[src/rtl/ddc_fifo_pkg.sv]
package ddc_fifo_pkg;
   localparam int ST_W      = 9;
   localparam int ST_DONE   = 0;
   localparam int ST_BUSERR = 1;
   localparam int ST_OVF    = 2;
   localparam int ST_UNF    = 3;
   localparam int ST_REQ    = 8;
endpackage

[src/rtl/ddc_byte_fifo.sv]
module ddc_byte_fifo #(
   parameter int DW    = 8,
   parameter int DEPTH = 16,
   localparam int AW   = $clog2(DEPTH),
   localparam int LW   = AW + 1
) (
   input  logic          clk,
   input  logic          rst_n,
   input  logic          clear,
   input  logic          push,
   input  logic [DW-1:0] din,
   input  logic          pop,
   output logic [DW-1:0] dout,
   output logic [LW-1:0] level,
   output logic          full,
   output logic          empty,
   output logic          ovf,
   output logic          unf
);
   logic [DW-1:0] mem [DEPTH];
   logic [AW-1:0] wr_ptr, rd_ptr;
   logic          push_ok, pop_ok;

   assign full    = (level == LW'(DEPTH));
   assign empty   = (level == '0);
   assign push_ok = push & ~full;
   assign pop_ok  = pop & ~empty;
   assign ovf     = push & full;
   assign unf     = pop & empty;
   assign dout    = mem[rd_ptr];

   always_ff @(posedge clk) begin
      if (push_ok && !clear) mem[wr_ptr] <= din;
   end

   always_ff @(posedge clk or negedge rst_n) begin
      if (!rst_n) begin
         wr_ptr <= '0;
         rd_ptr <= '0;
         level  <= '0;
      end else if (clear) begin
         wr_ptr <= '0;
         rd_ptr <= '0;
         level  <= '0;
      end else begin
         if (push_ok) wr_ptr <= wr_ptr + 1'b1;
         if (pop_ok)  rd_ptr <= rd_ptr + 1'b1;
         case ({push_ok, pop_ok})
            2'b10:   level <= level + 1'b1;
            2'b01:   level <= level - 1'b1;
            default: level <= level;
         endcase
      end
   end
endmodule

[src/rtl/ddc_req_cmp.sv]
module ddc_req_cmp #(
   parameter bit INCLUSIVE = 1'b0,
   parameter int LW        = 5,
   parameter int THR_W     = 4,
   localparam int CW       = (LW > THR_W) ? LW : THR_W
) (
   input  logic [LW-1:0]    level,
   input  logic [THR_W-1:0] rx_thr,
   input  logic [THR_W-1:0] tx_thr,
   input  logic             is_read,
   output logic             hit
);
   logic [CW-1:0] lv, rx, tx;
   assign lv = CW'(level);
   assign rx = CW'(rx_thr);
   assign tx = CW'(tx_thr);

   generate
      if (INCLUSIVE) begin : g_incl
         assign hit = is_read ? (lv >= rx) : (lv <= tx);
      end else begin : g_excl
         assign hit = is_read ? (lv > rx) : (lv < tx);
      end
   endgenerate
endmodule

[src/rtl/ddc_xfer_ctl.sv]
module ddc_xfer_ctl #(
   parameter int CNT_W = 10
) (
   input  logic             clk,
   input  logic             rst_n,
   input  logic             start,
   input  logic [CNT_W-1:0] len,
   input  logic             move,
   output logic             busy,
   output logic [CNT_W-1:0] cnt,
   output logic             start_acc,
   output logic             done
);
   assign start_acc = start & ~busy;
   assign done      = busy & ((cnt == '0) | (move & (cnt == CNT_W'(1))));

   always_ff @(posedge clk or negedge rst_n) begin
      if (!rst_n) begin
         busy <= 1'b0;
         cnt  <= '0;
      end else if (start_acc) begin
         busy <= 1'b1;
         cnt  <= len;
      end else if (busy) begin
         if (move && cnt != '0) cnt <= cnt - 1'b1;
         if (done) busy <= 1'b0;
      end
   end
endmodule

[src/rtl/ddc_fifo_ctrl.sv]
module ddc_fifo_ctrl
   import ddc_fifo_pkg::*;
#(
   parameter int DW            = 8,
   parameter int DEPTH         = 16,
   parameter int THR_W         = 4,
   parameter int CNT_W         = 10,
   parameter bit INCLUSIVE_THR = 1'b0,
   parameter bit HAS_DIR_CTRL  = 1'b1,
   localparam int LW           = $clog2(DEPTH) + 1
) (
   input  logic             clk,
   input  logic             rst_n,
   input  logic             cfg_wr,
   input  logic [THR_W-1:0] cfg_tx_thr,
   input  logic [THR_W-1:0] cfg_rx_thr,
   input  logic             fifo_clear,
   input  logic             dir_wr,
   input  logic             dir_read,
   input  logic             start_req,
   input  logic             cmd_read,
   input  logic [CNT_W-1:0] byte_len,
   input  logic             st_clr_wr,
   input  logic [ST_W-1:0]  st_clr_mask,
   input  logic             sw_push,
   input  logic [DW-1:0]    sw_wdata,
   input  logic             sw_pop,
   output logic [DW-1:0]    rd_data,
   input  logic             eng_push,
   input  logic [DW-1:0]    eng_wdata,
   input  logic             eng_pop,
   input  logic             eng_err,
   output logic [ST_W-1:0]  status,
   output logic             busy,
   output logic             clear_busy,
   output logic [LW-1:0]    level,
   output logic [CNT_W-1:0] byte_cnt,
   output logic             dir_is_read
);
   generate
      if ((1 << (LW - 1)) != DEPTH || DEPTH < 2) begin : g_bad_depth
         $error("DEPTH must be a power of two of at least 2");
      end
      if (DW < 1 || CNT_W < 1 || THR_W < 1) begin : g_bad_width
         $error("widths must be positive");
      end
   endgenerate

   logic [THR_W-1:0] rx_thr_q, tx_thr_q;
   logic             dir_q, clear_q;
   logic             sw_push_g, sw_pop_g, eng_push_g, eng_pop_g;
   logic             push, pop, full, empty, ovf, unf, move;
   logic             start_acc, done, req_hit;
   logic [DW-1:0]    din;
   logic [ST_W-1:0]  st_q, set_vec, clr_vec;

   // direction gating
   assign sw_push_g  = sw_push & ~dir_q;
   assign sw_pop_g   = sw_pop & dir_q;
   assign eng_push_g = eng_push & busy & dir_q;
   assign eng_pop_g  = eng_pop & busy & ~dir_q;
   assign push       = sw_push_g | eng_push_g;
   assign pop        = sw_pop_g | eng_pop_g;
   assign din        = dir_q ? eng_wdata : sw_wdata;
   assign move       = (eng_push_g & ~full) | (eng_pop_g & ~empty);

   ddc_byte_fifo #(.DW(DW), .DEPTH(DEPTH)) i_fifo (
      .clk(clk), .rst_n(rst_n), .clear(clear_q),
      .push(push), .din(din), .pop(pop), .dout(rd_data),
      .level(level), .full(full), .empty(empty), .ovf(ovf), .unf(unf)
   );

   ddc_xfer_ctl #(.CNT_W(CNT_W)) i_xfer (
      .clk(clk), .rst_n(rst_n), .start(start_req), .len(byte_len),
      .move(move), .busy(busy), .cnt(byte_cnt),
      .start_acc(start_acc), .done(done)
   );

   ddc_req_cmp #(.INCLUSIVE(INCLUSIVE_THR), .LW(LW), .THR_W(THR_W)) i_cmp (
      .level(level), .rx_thr(rx_thr_q), .tx_thr(tx_thr_q),
      .is_read(dir_q), .hit(req_hit)
   );

   always_ff @(posedge clk or negedge rst_n) begin
      if (!rst_n) begin
         rx_thr_q <= '0;
         tx_thr_q <= '0;
         dir_q    <= 1'b0;
         clear_q  <= 1'b0;
      end else begin
         if (cfg_wr) begin
            rx_thr_q <= cfg_rx_thr;
            tx_thr_q <= cfg_tx_thr;
         end
         if (HAS_DIR_CTRL && dir_wr)         dir_q <= dir_read;
         else if (!HAS_DIR_CTRL && start_acc) dir_q <= cmd_read;
         clear_q <= fifo_clear & ~clear_q;
      end
   end

   // sticky status, write one to clear
   always_comb begin
      set_vec            = '0;
      set_vec[ST_DONE]   = done;
      set_vec[ST_BUSERR] = eng_err;
      set_vec[ST_OVF]    = ovf;
      set_vec[ST_UNF]    = unf;
      clr_vec            = st_clr_wr ? st_clr_mask : '0;
   end

   always_ff @(posedge clk or negedge rst_n) begin
      if (!rst_n) begin
         st_q <= '0;
      end else begin
         st_q         <= (st_q & ~clr_vec) | set_vec;
         st_q[ST_REQ] <= clr_vec[ST_REQ] ? 1'b0 : (st_q[ST_REQ] | (busy & req_hit));
      end
   end

   assign status      = st_q;
   assign clear_busy  = clear_q;
   assign dir_is_read = dir_q;
endmodule

[config.mk]
export PLATFORM = sky130hd
export DESIGN_NAME = ddc_fifo_ctrl
export DESIGN_NICKNAME = d
export VERILOG_FILES = /design/src/rtl/ddc_fifo_pkg.sv /design/src/rtl/ddc_byte_fifo.sv /design/src/rtl/ddc_req_cmp.sv /design/src/rtl/ddc_xfer_ctl.sv /design/src/rtl/ddc_fifo_ctrl.sv
export SDC_FILE = /design/constraint.sdc
export NUM_CORES = 1
export LEC_CHECK = 0
export BUFFER_PORTS_ARGS = -buffer_cell sky130_fd_sc_hd__buf_2
export CAP_MARGIN = 25
export CORE_MARGIN = 1
export CORE_UTILIZATION = 31
export DETAILED_ROUTE_END_ITERATION = 8
export GPL_TIMING_DRIVEN = 0
export PLACE_DENSITY = 0.55
export SYNTH_ARGS = -nofsm -noshare
export SYNTH_HDL_FRONTEND = slang
export SYNTH_SLANG_ARGS = --single-unit
[constraint.sdc]
create_clock -name clk -period 6.4 [get_ports clk]
set_input_delay 0.64 -clock clk [delete_from_list [all_inputs] [get_ports clk]]
set_output_delay 0.64 -clock clk [all_outputs]
set_load 0.02 [all_outputs]
# Word level (Yosys, flattened, before mapping)
# Memory sizes are Yosys's and may differ from the RTL's.
# Index checks and enable logic that the tools add are counted.
classes:
  bitwise_logic: 30
  n_addsub: 5
  muxes: 18
  n_lt_le_gt_ge: 2
  n_eq_ne: 4
  n_reduce_logical: 12
op_table:
  columns: ["op", "n"]
  rows:
  - ["10-bit 2-to-1 mux", 3]
  - ["1-bit AND", 17]
  - ["4-bit 2-to-1 mux", 4]
  - ["10-bit by 1-bit equality test with 1-bit output, second input constant", 1]
  - ["10-bit logical NOT", 1]
  - ["5-bit case mux with 2 select lines", 1]
  - ["10-bit nonzero test", 1]
  - ["10-bit by 1-bit subtractor with 10-bit output, second input constant", 1]
  - ["9-bit 2-to-1 mux", 1]
  - ["4-bit by 1-bit adder with 4-bit output, second input constant", 2]
  - ["8-bit AND", 1]
  - ["8-bit 2-to-1 mux", 1]
  - ["8-bit NOT", 1]
  - ["8-bit by 4-bit OR with 8-bit output", 1]
  - ["2-bit nonzero test", 4]
  - ["1-bit 2-to-1 mux", 7]
  - ["5-bit by 1-bit adder with 5-bit output, second input constant", 1]
  - ["5-bit equality test, second input constant", 1]
  - ["5-bit by 4-bit greater-than comparator with 1-bit output", 1]
  - ["5-bit logical NOT", 1]
  - ["5-bit by 4-bit < comparator with 1-bit output", 1]
  - ["5-bit 2-to-1 mux", 1]
  - ["1-bit NOT", 5]
  - ["1-bit OR", 5]
  - ["7 further kinds", 8]
word_totals:
  out_inout_bits: 35
  input_bits: 57
  mem_bits_rw: 128
  wordCells: 82
  n_memories: 1
  regBits: 43
mem_list:
  columns: ["memory", "depth", "word_bits", "read_ports", "rd_ports_with_merged_regs", "wr", "line_no", "rtl"]
  rows:
  - ["i_fifo.mem", 16, 8, 1, 0, 1, "ddc_byte_fifo.sv:20", "logic [DW-1:0] mem [DEPTH];"]

# Depth between registers and ports, before layout
# Gate-level depths: netlist of run 1.
logic_depth:
  depth_word: 10
  ltp_mapped: 11

# By module
# A second synthesis of run 1 with hierarchy kept.
unflattened:
  cells_unflattened: 481
  area_unflattened_um2: 7627.3
modules_own_cells:
  columns: ["mod", "area_per_inst_um2", "seq_area_each_um2", "instances", "cells_per_inst"]
  rows:
  - ["ddc_byte_fifo", 5840.6, 4169.0, 1, 306]
  - ["ddc_fifo_ctrl", 859.6, 475.5, 1, 64]
  - ["ddc_xfer_ctl", 720.7, 275.3, 1, 85]
  - ["ddc_req_cmp", 206.4, 0.0, 1, 26]

# Least setup slack after synthesis of run 1
# Ideal clock, no wire load.
synth_path:
  path_kind: "register to register"
  from: "reg i_fifo.level[1]"
  to: "reg i_fifo.level[4]"
  stages_incl_launch_ff: 11
  t_arrival_ns: 2.804
  slack_ns: 3.471
  n_path_buf: 1
  t_required_ns: 6.275
  synth_period_minus_slack_ns: 2.929
  setup_ns: 0.125
  path_cell_list: "dfrtp_1 > buf_6 > or4_4 > o2bb2ai_4 > nor2_1 > xor2_1 > ha_1 > or3_2 > a21oi_1 > a2bb2oi_2 > mux2_4"
synth_via:
  elab_chain_len: 6
  elab_cells_between_ends: 13
  classes_between: "add/sub (2); eq/ne (3); mux (2); bitwise (4); reduce/logical (2)"
synth_lines:
  columns: ["element", "line_no", "rtl"]
  rows:
  - ["start: declaration", "ddc_byte_fifo.sv:14", "output logic [LW-1:0] level,"]
  - ["start signal: assignment", "ddc_byte_fifo.sv:49", "2'b10: level <= level + 1'b1;"]
  - ["start signal: assignment", "ddc_byte_fifo.sv:50", "2'b01: level <= level - 1'b1;"]
  - ["start signal: assignment", "ddc_byte_fifo.sv:51", "default: level <= level;"]
  - ["5-bit equality test / 5-bit logical NOT (equally long branches)", "ddc_byte_fifo.sv:24, ddc_byte_fifo.sv:25", null]
  - ["1-bit NOT, on equally long branches", "ddc_byte_fifo.sv:26, ddc_byte_fifo.sv:27", null]
  - ["1-bit AND, on equally long branches", "ddc_byte_fifo.sv:26, ddc_byte_fifo.sv:27", null]
  - ["2-bit by 1-bit equality test with 1-bit output / 2-bit equality test (equally long branches)", "ddc_byte_fifo.sv:48", "case ({push_ok, pop_ok})"]
  - ["5-bit case mux with 2 select lines", "ddc_byte_fifo.sv:48", null]
  - ["5-bit 2-to-1 mux", "ddc_byte_fifo.sv:41", "end else if (clear) begin"]
# Several ways; a longest one is shown, not always the timed one.
# A chain may end at the register's enable or synchronous reset.

# Final worst setup path of run 1
layout_path:
  from: "reg i_fifo.rd_ptr[1]"
  to: "out rd_data[6]"
layout_via:
  elab_chain_len: 1
layout_lines:
  columns: ["element", "line_no", "rtl"]
  rows:
  - ["start: declaration", "ddc_byte_fifo.sv:21", "logic [AW-1:0] wr_ptr, rd_ptr;"]
  - ["start signal: assignment", "ddc_byte_fifo.sv:47", "if (pop_ok) rd_ptr <= rd_ptr + 1'b1;"]
  - ["memory 16 x 8 bit", null, null]
  - ["end: declaration", "ddc_fifo_ctrl.sv:28", "output logic [DW-1:0] rd_data,"]
# No other way between the ends.

==> results of run 1 <==
==> power by group through the flow <==
stage,Clock [mW],Combinational [mW],Sequential [mW]
5_1_grt,1.07,1.26,1.43
3_3_place_gp,0,1.14,1.44
2_1_floorplan,0,0.756,1.49
4_1_cts,1.02,1.17,1.42
3_5_place_dp,0,1.17,1.44
6_report,1.00,1.15,1.42
==> layout make-up <==
class,count,area share (%)
sequential,171,55.0
clock inverter,15,1.65
inverter,12,0.503
timing repair buffer,92,5.37
buffer,23,1.16
clock buffer,17,4.76
tap,319,4.46
multi-input combinational,253,27.1
==> flip-flops by register name, summed over array words and instances, names as in the netlist <==
signal	flops
i_fifo.wr_ptr	4
i_fifo.level	5
i_fifo.rd_ptr	4
status	9
i_xfer.cnt	10
tx_thr_q	4
i_xfer.busy	1
rx_thr_q	4
dir_is_read	1
clear_busy	1
i_fifo.mem	128
==> metrics by stage <==
step / area (µm²) / total power [mW] / worst slack (ns) / hold WS, ns
after detailed placement: 8350 / 2.61 / 3.26 / 0.467
after global routing: 8950 / 3.77 / 2.71 / 0.170
final: 8950 / 3.57 / 2.81 / 0.153
after floorplan: 7480 / 2.25 / 3.47 / 0.344
after CTS: 8930 / 3.61 / 2.79 / 0.370
after global placement: 8330 / 2.57 / 2.75 / 0.460
==> cell families after synthesis <==
logic type               after synthesis  synth area share (%)
XOR/XNOR                              16                  1.87
adder cells (fa/ha/maj)               17                  2.84
AND/OR/NAND/NOR                      111                  7.96
AO/OA/AOI/OAI                         54                  5.25
flip-flops                           171                  65.8
multiplexers                          55                  14.3
buffers and inverters                 35                  1.99
==> synthesized netlist by cell type, drive strengths merged (3+ instances only) <==
cell       n
inv       12
clkbuf    11
mux2      13
xnor2      5
xor2      11
nand4      5
o21a       3
nand2     31
nor2b      5
or3        3
o21ai     18
edfxtp   128
a21oi      9
buf       12
a2bb2oi    3
dfrtp     43
nor3       7
nand2b     3
nand3      4
a21boi     5
nor2      21
a21o       4
and2      15
nor4       4
mux4      40
ha        17
==> critical path: cells and delay by family (launching register included) <==
kind	cells	cell delay (ns)
buffers and inverters	3	1.20
muxes	2	0.96
DFF	1	0.35
==> final timing paths <==
check | slack, ns | end | cells after the start | from
worst max-delay path | 2.81 | rd_data[6] | 5 | i_fifo.rd_ptr[1]$_DFFE_PN0P_
worst min-delay path | 0.15 | status[4]$_DFF_PN0_ | 1 | rst_n
worst max register to register | 3.35 | i_fifo.level[4]$_DFFE_PN0P_ | 10 | i_fifo.level[1]$_DFFE_PN0P_
worst min register to register | 0.49 | status[2]$_DFF_PN0_ | 2 | status[2]$_DFF_PN0_
max in group asynchronous | 5.76 | i_fifo.level[2]$_DFFE_PN0P_ | 2 | rst_n
min in group clk | 0.39 | status[7]$_DFF_PN0_ | 2 | st_clr_mask[7]
==> layer usage <==
layer / track usage [%] / vias to the layer above / wire length, µm
met5: 0 / - / 0
met4: 2.77 / 0 / 61
met3: 4.07 / 5 / 834
met2: 23.1 / 131 / 7750
met1: 17.5 / 2175 / 7290
li1: - / 1988 / -
==> out/summary.log, run 1 <==
qor: run_status.run_status completed
qor: placed_design.rd_place_congestion 0.793
qor: floorplanning.dieArea 24800 µm²
qor: pwr.power_spent_charging_and_discharging_nets 1.23 mW
qor: yosys.netlist_instances 459
qor: placed_design.hpwl 11300 µm
qor: layout.growth_of_design_area_from_synthesis_to_finish 19.6%
qor: sta.fin_skew 0.0146 ns
qor: pwr.share_of_total_power_in_combinational_logic 32.2%
qor: layout.num-fill-cells 2254
qor: setup_path.worst_ep_arrival_time 2.95 ns
qor: setup_path.worst_ep_required_time 5.76 ns
qor: yosys.postSynthRegisterBits 171
qor: pwr.power_density 400 nW/µm²
qor: floorplanning.rows 56
qor: yosys.ys_types 54
qor: clock_network.insertion_delay 0.43 ns
qor: clock_network.postCtsResizedCells 0
qor: sta.rsz0062_at_grt no
qor: clock_network.post_cts.repair.setup_buffers 0
qor: floorplanning.die-height 157 µm
qor: setup_path.endpoint_kind output pin
qor: setup_path.critical_path_class reg2out
qor: clock_network.tritoncts.num_buffers 17
qor: yosys.syn-cell-area 7480 µm²
qor: global_routing.grt_max_degree 44
qor: yosys.yosys_warnings 0
qor: worst_hold_path.hold_path_class in2async
qor: clock_network.cts_tree done
qor: layout.num_antenna_cells 0
qor: route.dr_total_vias 4299
qor: yosys.synth_area_leaders sky130_fd_sc_hd__edfxtp_1, sky130_fd_sc_hd__dfrtp_1, sky130_fd_sc_hd__mux4_2
qor: global_routing.global_route_congestion_overflow_total 0
qor: pwr.share_clk_of_total_power 28.0%
qor: clock_network.cts.clk_slew.worst_paths 0.07 ns
qor: yosys.synth_top_area_share 51.4%
qor: pwr.net_switching_share_of_the_total_power 34.4%
qor: layout.leading_cell_type_in_the_layout_fill_and_taps_excluded sky130_fd_sc_hd__edfxtp_1
qor: sta.final.period_utilization 56.1%
qor: layout.post_layout_nonfiller_instances 902
qor: clock_network.clkSinkCount 171
qor: floorplanning.initial_core_util 31.8%
qor: setup_path.critical_path_peak_fanout 10
qor: global_routing.grt_pass1_wl 24900 µm
qor: route.drc 0
qor: floorplanning.chipWidth 157 µm
qor: route.average_via_count_per_standard_cell 4.77
qor: sta.fin_tns_setup 0 ns
qor: sta.relSlewSlack 40.3%
qor: flow_run.maxCapViolations 0
qor: pwr.internal_power 2.34 mW
qor: setup_path.cp_cell_sequence clkbuf_1 -> clkbuf_1 -> mux4_2 -> mux4_2 -> buf_2
qor: sta.achievable-frequency 278 MHz
qor: yosys.yosys.area.top_type sky130_fd_sc_hd__edfxtp_1
qor: layout.seq_area 4920 µm²
qor: pwr.irDropWorstVdd 0.000189 V
qor: route.drt-pass1-iter-count 5
qor: global_routing.first_global_vias 4495
qor: sta.maxSlewViolCount 0
qor: sta.final.min_clock_period 3.59 ns
qor: clock_network.cts_root_buf sky130_fd_sc_hd__clkbuf_16
qor: setup_path.critPathSlowestCell sky130_fd_sc_hd__clkbuf_1
qor: yosys.postSynthAreaPerCell 16.3 µm²
qor: sta.number_of_setup_violations_in_the_final_report 0
qor: route.route.final.wire_length 15900 µm
qor: layout.area_used_by_multi_input_combinational_logic 2420 µm²
qor: placed_design.place.port_buffers 89
qor: yosys.async_set_or_reset_register_ratio_after_synthesis 25.1%
qor: placed_design.number_of_placed_cells_counting_well_taps 869
qor: sta.finalHoldViolCount 0
qor: route.drt_iter0_markers 247
qor: global_routing.antenna_found_initial 0
qor: setup_path.crit_path_max_incr_delay 0.59 ns
qor: global_routing.grtUsageTotal 13.7%
qor: pwr.part_of_the_total_power_dissipated_in_sequential_elements 39.7%
qor: route.postRouteAntennaNets 0
qor: sta.timing_worst_slew_pin_value 0.896 ns
qor: layout.most-common-layout-cells sky130_fd_sc_hd__edfxtp_1, sky130_fd_sc_hd__buf_2, sky130_fd_sc_hd__dfrtp_1
qor: layout.drive_above_1_share 34.0%
qor: route.routedWlPerCell 17.7 µm
qor: layout.fin_util 38.0%
qor: yosys.synthesis.nets 533
qor: setup_path.critical_path.startpoint_type flop
qor: layout.fin_nets 644
qor: floorplanning.io-pin-count 92
qor: clock_network.cts.htree.levels 4
qor: floorplanning.design.core.area 23500 µm²
qor: yosys.yosys_most_used_dff sky130_fd_sc_hd__edfxtp_1
qor: yosys.synth-edff-count 128
qor: yosys.synth-seq-area-share 65.8%
qor: clock_network.cts-root-to-sink-buffers 2
qor: clock_network.cts.hold.buffers_added 0
qor: pwr.cellLeakagePower 3.27 nW
(Power assumes the default switching activity.)
==> inputs of run 2 (changes only) <==
Settings changed: ABC_AREA set to 1, PLACE_DENSITY 0.55 to 0.57.
Clock period 6.4 ns to 3.2 ns, I/O delays scaled along.
==> run 2 against run 1 <==
Via count grew 33%. Non-clock buffer count grew 20. Synthesized area grew 2.0%. Register-to-register slack lost 2.6 ns. Sequential power grew 97%. Clock power grew 100%. Routed wire length grew 26%. Sequential share of layout area shrank 1.3 points. Global-route usage grew 2.7 points. Critical path type unchanged. Largest cell class unchanged. Highest routed layer unchanged.
==> out/summary.log, run 2 <==
qor: global_routing.grtUsageTotal 16.4% [+2.7 points]
qor: placed_design.rd_place_congestion 0.870 [+9.7%]
qor: sta.worst_slack 0.204 ns [-2.60 ns]
qor: setup_path.critical_path_class reg2out
qor: yosys.yosysMostFrequentCell sky130_fd_sc_hd__edfxtp_1
qor: yosys.netlist_instances 692 [+51%]
qor: yosys.yosys_most_used_dff sky130_fd_sc_hd__edfxtp_1
qor: clock_network.clkSinkCount 171 [unchanged]
qor: pwr.cellLeakagePower 3.63 nW [+11%]
qor: setup_path.critical_path_peak_fanout 10 [unchanged]
qor: yosys.yosys.area.top_type sky130_fd_sc_hd__edfxtp_1
qor: sta.fin_tns_setup 0 ns [unchanged]
qor: setup_path.rr_endpoint i_fifo.mem[2][2]$_DFFE_PP_
qor: floorplanning.initial_core_util 31.5% [-0.30 points]
qor: sta.fin_skew 0.00860 ns [-0.00595 ns]
qor: clock_network.cts.htree.levels 4 [unchanged]
qor: yosys.yosys_warnings 0 [unchanged]
qor: layout.drive_above_1_share 20.2% [-14 points]
qor: layout.most-common-layout-cells sky130_fd_sc_hd__edfxtp_1, sky130_fd_sc_hd__buf_2, sky130_fd_sc_hd__nand2_1
qor: route.postRouteAntennaNets 0 [unchanged]
qor: flow_run.maxCapViolations 0 [unchanged]
qor: global_routing.grt_pass1_wl 31500 µm [+27%]
qor: yosys.ys_types 43 [-20%]
qor: yosys.async_set_or_reset_register_ratio_after_synthesis 25.1% [unchanged]
qor: layout.registers.top_by_ff_count i_fifo.mem
qor: worst_hold_path.hold_path_class in2reg
qor: yosys.synth-seq-area-share 64.4% [-1.3 points]
qor: route.drc 0 [unchanged]
qor: sta.final.period_utilization 93.6%
qor: placed_design.detailedPlace.worstSlack 0.727 ns [-2.54 ns]
qor: yosys.syn-cell-area 7630 µm² [+2.0%]
qor: global_routing.grt_max_degree 44 [unchanged]
qor: clock_network.postCtsResizedCells 0 [unchanged]
qor: worst_hold_path.holdPathStages 2
qor: route.drt_iter0_markers 482 [+95%]
qor: setup_path.ff2ff_path_depth 8 [-2]
qor: floorplanning.chipWidth 159 µm [+1.0%]
qor: yosys.ys_top_cells_by_count sky130_fd_sc_hd__edfxtp_1, sky130_fd_sc_hd__nand2_1, sky130_fd_sc_hd__nor2_1, sky130_fd_sc_hd__o21ai_0, sky130_fd_sc_hd__inv_1
qor: route.average_via_count_per_standard_cell 4.95 [+3.9%]
qor: global_routing.antenna_found_initial 0 [unchanged]
qor: clock_network.tritoncts.num_buffers 17 [unchanged]
qor: run_status.run_status completed
qor: route.drt-pass1-iter-count 4 [-1]
qor: route.route.final.wire_length 20100 µm [+26%]
qor: yosys.postSynthRegisterBits 171 [unchanged]
qor: sta.final.min_clock_period 3.00 ns
qor: pwr.irDropWorstVdd 0.000385 V [+100%]
qor: sta.timing_worst_slew_pin_value 0.826 ns [-0.0701 ns]
qor: floorplanning.design.core.area 24200 µm² [+3.0%]
qor: route.routedWlPerCell 17.5 µm [-1.2%]
qor: layout.largest_register_ff_count 128 [unchanged]
qor: sta.finalHoldViolCount 0 [unchanged]
qor: layout.num_antenna_cells 0 [unchanged]
qor: yosys.synthesis.nets 766 [+44%]
qor: clock_network.cts_tree done
qor: placed_design.dpl-instance-area 8560 µm² [+2.5%]
qor: setup_path.worst_ep_arrival_time 2.68 ns [-0.27 ns]
qor: floorplanning.dieArea 25300 µm² [+2.0%]
qor: clock_network.cts_root_buf sky130_fd_sc_hd__clkbuf_16
qor: placed_design.place.port_buffers 89 [unchanged]
qor: sta.number_of_setup_violations_in_the_final_report 0 [unchanged]
qor: yosys.synth_top_area_share 50.4% [-1.0 points]
qor: layout.fin_nets 888 [+38%]
qor: setup_path.reg2reg_from dir_is_read$_DFFE_PN0P_
qor: floorplanning.rows 57 [+1.8%]
qor: sta.maxSlewViolCount 0 [unchanged]
qor: setup_path.critical_path.startpoint_type flop
qor: clock_network.cts.clk_slew.worst_paths 0.06 ns [about the same]
qor: sta.relSlewSlack 44.7% [+4.5 points]
qor: layout.fin_area 9160 µm² [+2.4%]
qor: yosys.synth-edff-count 128 [unchanged]
qor: placed_design.hpwl 14300 µm [+27%]
qor: global_routing.first_global_vias 5562 [+24%]
qor: layout.leading_cell_type_in_the_layout_fill_and_taps_excluded sky130_fd_sc_hd__edfxtp_1
qor: clock_network.cts-root-to-sink-buffers 2 [unchanged]
qor: worst_hold_path.hp-start eng_err
qor: route.dr_total_vias 5698 [+33%]
qor: clock_network.post_cts.repair.setup_buffers 0 [unchanged]
qor: worst_hold_path.min_delay_endpoint status[1]$_DFF_PN0_
qor: clock_network.cts.hold.buffers_added 0 [unchanged]
qor: layout.growth_of_design_area_from_synthesis_to_finish 20.0%
qor: floorplanning.die-height 159 µm [+1.0%]
qor: global_routing.global_route_congestion_overflow_total 0 [unchanged]
qor: sta.achievable-frequency 334 MHz
qor: floorplanning.io-pin-count 92 [unchanged]
qor: sta.rsz0062_at_grt no
qor: setup_path.endpoint_kind output pin
qor: yosys.postSynthAreaPerCell 11.0 µm² [-32%]
qor: setup_path.flop_to_flop_setup_slack 0.71 ns [-2.64 ns]
qor: clock_network.insertion_delay 0.43 ns [about the same]
qor: setup_path.worst_ep_required_time 2.88 ns [-2.88 ns]
qor: pwr.power_density 796 nW/µm² [+99%]
qor: yosys.synth_area_leaders sky130_fd_sc_hd__edfxtp_1, sky130_fd_sc_hd__dfrtp_1, sky130_fd_sc_hd__o21ai_0
[run 2: metrics by stage]
step | instances | power (mW) | hold WS, ns | utilization [%]
global route | 1151 | 7.73 | 0.0716 | 37.8
global placement | 1105 | 5.30 | 0.466 | 35.0
CTS | 1149 | 7.33 | 0.0636 | 37.7
floorplan | 692 | 4.44 | 0.0244 | -
detailed placement | 1117 | 5.31 | 0.476 | 35.3
finish | 1151 | 7.29 | 0.0801 | 37.8
[run 2: worst max-delay path, cell delays in order (launching register included)]
cell	delay, ns
sky130_fd_sc_hd__dfrtp_1	0.50
sky130_fd_sc_hd__inv_1	0.21
sky130_fd_sc_hd__clkbuf_1	0.47
sky130_fd_sc_hd__o21ai_0	0.19
sky130_fd_sc_hd__o221ai_1	0.34
sky130_fd_sc_hd__nand3_1	0.26
sky130_fd_sc_hd__nand2_1	0.10
sky130_fd_sc_hd__buf_2	0.16
[run 2: cell families (layout without fill, tap and decap cells)]
family / after synthesis / in the layout / synth area share, %
AO/OA/AOI/OAI: 156 / 156 / 12.6
XOR/XNOR: 4 / 4 / 0.459
adder cells (fa/ha/maj): 17 / 17 / 2.79
buffers and inverters: 84 / 219 / 4.47
flip-flops: 171 / 171 / 64.4
multiplexers: 2 / 2 / 0.295
AND/OR/NAND/NOR: 258 / 258 / 14.9
[run 2: layout make-up]
class / count / area, µm²
Sequential cell: 171 / 4920
Inverter: 52 / 200
Tap cell: 324 / 405
Clock buffer: 18 / 429
Buffer: 32 / 141
Fill cell: 2439 / 15100
Multi-Input combinational cell: 437 / 2370
Timing Repair Buffer: 103 / 551
Clock inverter: 14 / 144
[run 2: layer usage]
metal	GRT usage, %	up-vias	wire length [µm]
met3	3.71	25	1330
met4	4.37	0	264
met2	25.8	207	9330
met5	0	-	0
li1	-	2714	-
met1	22.9	2752	9170
[run 2: how the worst max path moves through the flow]
stage / start / to / cells past startpoint
floorplan: dir_is_read$_DFFE_PN0P_ / i_fifo.mem[13][0]$_DFFE_PP_ / 7
global placement: dir_is_read$_DFFE_PN0P_ / i_fifo.mem[9][2]$_DFFE_PP_ / 7
detailed placement: dir_is_read$_DFFE_PN0P_ / i_fifo.mem[2][2]$_DFFE_PP_ / 8
CTS: i_fifo.rd_ptr[0]$_DFFE_PN0P_ / rd_data[3] / 9
global route: i_fifo.rd_ptr[0]$_DFFE_PN0P_ / rd_data[4] / 9
finish: i_fifo.rd_ptr[1]$_DFFE_PN0P_ / rd_data[3] / 7
[run 2: power breakdown]
group	total [mW]	switching, mW	internal [mW]
clock	2.02	0.867	1.15
combinational	2.48	1.72	0.758
sequential	2.80	0.176	2.62
==> inputs of run 3 (changes only) <==
--- a/config.mk
+++ b/config.mk
@@ -8,5 +8,4 @@
 export ABC_AREA = 1
 export BUFFER_PORTS_ARGS = -buffer_cell sky130_fd_sc_hd__buf_2
-export CAP_MARGIN = 25
 export CORE_MARGIN = 1
 export CORE_UTILIZATION = 31
==> constraint.sdc (replaced) <==
create_clock -name clk -period 3.2 [get_ports clk]
set_input_delay 0 -clock clk [delete_from_list [all_inputs] [get_ports clk]]
set_output_delay 0 -clock clk [all_outputs]
set_load 0.02 [all_outputs]
==> run 3 against run 2 <==
Clock power barely moved. Global-route usage rose by 0.15 points. Critical path depth did not move. Critical path type is now reg2reg. Critical endpoint is now i_fifo.mem[10][5]$_DFFE_PP_. Highest routed layer unchanged.
==> out/summary.log, run 3 (same netlist as run 2, synthesis figures left out) <==
qor: route.drc 0 [unchanged]
qor: sta.final.period_utilization 87.3% [-6.3 points]
qor: pwr.irDropWorstVdd 0.000447 V [+16%]
qor: global_routing.grt_pass1_wl 31800 µm [+0.94%]
qor: layout.fin_nets 914 [+2.9%]
qor: floorplanning.io-pin-count 92 [unchanged]
qor: setup_path.worst_ep_required_time 3.24 ns [+0.36 ns]
qor: route.routedWlPerCell 17.4 µm [-0.41%]
qor: sta.relSlewSlack 8.77% [-36 points]
qor: route.postRouteAntennaNets 0 [unchanged]
qor: setup_path.critical_path_peak_fanout 10 [unchanged]
qor: sta.number_of_setup_violations_in_the_final_report 0 [unchanged]
qor: worst_hold_path.hp-start st_clr_wr
qor: route.drt-pass1-iter-count 7 [+3]
qor: floorplanning.initial_core_util 31.5% [unchanged]
qor: setup_path.worst_ep_arrival_time 2.83 ns [+0.15 ns]
qor: route.wl_met1 9230 µm [+0.70%]
qor: clock_network.post_cts.repair.setup_buffers 0 [unchanged]
qor: route.dr_total_vias 5878 [+3.2%]
qor: sta.final.min_clock_period 2.79 ns [-0.203 ns]
qor: global_routing.antenna_found_initial 0 [unchanged]
qor: setup_path.endpoint_kind flop
qor: route.drt_iter0_markers 628 [+30%]
qor: clock_network.insertion_delay 0.43 ns [about the same]
qor: route.average_via_count_per_standard_cell 4.99 [+0.88%]
qor: setup_path.critical_path.startpoint_type flop
qor: setup_path.ff2ff_path_depth 7 [-1]
qor: setup_path.rr_endpoint i_fifo.mem[10][5]$_DFFE_PP_
qor: clock_network.cts.htree.levels 4 [unchanged]
qor: placed_design.detailedPlace.worstSlack 0.359 ns [-0.368 ns]
qor: route.met3_length 1380 µm [+4.1%]
qor: route.dr.max_layer_used met4
qor: clock_network.cts.clk_slew.worst_paths 0.06 ns [about the same]
qor: sta.finalHoldViolCount 0 [unchanged]
qor: sta.rsz0062_at_grt no
qor: sta.timing_worst_slew_pin_value 1.36 ns [+0.532 ns]
qor: global_routing.grtUsageTotal 16.6% [+0.15 points]
qor: clock_network.cts_tree done
qor: layout.registers.top_by_ff_count i_fifo.mem
qor: placed_design.hpwl 13900 µm [-2.3%]
qor: layout.largest_register_ff_count 128 [unchanged]
qor: sta.maxSlewViolCount 0 [unchanged]
qor: flow_run.maxCapViolations 0 [unchanged]
qor: setup_path.reg2reg_from dir_is_read$_DFFE_PN0P_
qor: pwr.post-layout-total-power 7.37 mW [+1.0%]
qor: layout.most-common-layout-cells sky130_fd_sc_hd__edfxtp_1, sky130_fd_sc_hd__buf_2, sky130_fd_sc_hd__nand2_1
qor: setup_path.critical_path_class reg2reg
qor: global_routing.grt_max_degree 44 [unchanged]
qor: sta.worst_slack 0.407 ns [+0.203 ns]
qor: route.route.final.wire_length 20500 µm [+1.8%]
qor: clock_network.cts-root-to-sink-buffers 2 [unchanged]
qor: placed_design.place.port_buffers 89 [unchanged]
qor: pwr.cellLeakagePower 3.72 nW [+2.6%]
qor: sta.fin_tns_setup 0 ns [unchanged]
qor: placed_design.rd_place_congestion 0.870 [unchanged]
qor: floorplanning.die-height 159 µm [unchanged]
qor: layout.growth_of_design_area_from_synthesis_to_finish 23.9%
qor: pwr.power_density 779 nW/µm² [-2.1%]
qor: sta.fin_skew 0.00741 ns [-0.00120 ns]
qor: global_routing.global_route_congestion_overflow_total 0 [unchanged]
qor: floorplanning.dieArea 25300 µm² [unchanged]
qor: layout.num_antenna_cells 0 [unchanged]
qor: floorplanning.chipWidth 159 µm [unchanged]
qor: worst_hold_path.holdPathStages 2 [unchanged]
qor: layout.drive_above_1_share 18.5% [-1.7 points]
qor: worst_hold_path.hold_path_class in2reg
qor: route.met2_length 9610 µm [+3.0%]
qor: sta.achievable-frequency 358 MHz [+7.3%]
qor: floorplanning.design.core.area 24200 µm² [unchanged]
qor: global_routing.first_global_vias 5681 [+2.1%]
qor: clock_network.cts_root_buf sky130_fd_sc_hd__clkbuf_16
qor: clock_network.clkSinkCount 171 [unchanged]
qor: floorplanning.rows 57 [unchanged]
qor: run_status.run_status completed
qor: clock_network.tritoncts.num_buffers 17 [unchanged]
qor: setup_path.flop_to_flop_setup_slack 0.41 ns [-0.30 ns]
qor: layout.leading_cell_type_in_the_layout_fill_and_taps_excluded sky130_fd_sc_hd__edfxtp_1
qor: worst_hold_path.min_delay_endpoint status[4]$_DFF_PN0_
## run 3: cell type report
type	instances	area (µm²)
multi-input cells	437	2380
flip-flops and latches	171	4920
inverters	52	200
clock buffers	19	433
well taps	324	405
plain buffers	32	141
fillers	2381	14800
repair buffers	129	838
clock inverters	13	143
## run 3: how the worst max path moves through the flow
| stage | cells after the start | start | end |
|---|---|---|---|
| 6_report | 7 | dir_is_read$_DFFE_PN0P_ | i_fifo.mem[10][5]$_DFFE_PP_ |
| 4_1_cts | 7 | dir_is_read$_DFFE_PN0P_ | i_fifo.mem[2][2]$_DFFE_PP_ |
| 3_3_place_gp | 7 | dir_is_read$_DFFE_PN0P_ | i_fifo.mem[9][2]$_DFFE_PP_ |
| 5_1_grt | 7 | dir_is_read$_DFFE_PN0P_ | i_fifo.mem[5][6]$_DFFE_PP_ |
| 3_5_place_dp | 7 | dir_is_read$_DFFE_PN0P_ | i_fifo.mem[2][2]$_DFFE_PP_ |
| 2_1_floorplan | 7 | dir_is_read$_DFFE_PN0P_ | i_fifo.mem[13][0]$_DFFE_PP_ |
## run 3: stage by stage
step	std cells	hold WS, ns	util [%]	cell area, µm²
after floorplan	692	-0.296	-	7630
after global placement	1105	0.186	35.0	8480
after detailed placement	1105	0.190	35.0	8480
after CTS	1175	0.0380	38.9	9440
after global routing	1177	0.0665	39.0	9460
final	1177	0.0428	39.0	9460
## run 3: repair_timing
action                                  CTS  global route
hold buffers                             38             0
resized for setup                         0             0
endpoints found under the setup margin    0             0
hold endpoints to repair                 72             0
## run 3: critical path, cell delays in order (launching register included)
cell	delay, ns
sky130_fd_sc_hd__dfrtp_1	0.38
sky130_fd_sc_hd__buf_4	0.21
sky130_fd_sc_hd__nand3_2	0.13
sky130_fd_sc_hd__nand2_2	0.12
sky130_fd_sc_hd__nand2_4	0.12
sky130_fd_sc_hd__nor2_2	0.18
sky130_fd_sc_hd__inv_1	0.19
sky130_fd_sc_hd__nor3_1	1.06
## run 3: where the power goes
group	internal [mW]	switching [mW]	leakage, nW
Sequential	2.62	0.181	1.70
Combinational	0.799	1.73	1.75
Clock	1.16	0.882	0.274
## run 3: layer usage
metal	vias up	GRT usage, %
met5	-	0
met4	0	4.28
met3	15	3.89
met2	242	26.4
met1	2852	22.8
li1	2769	-
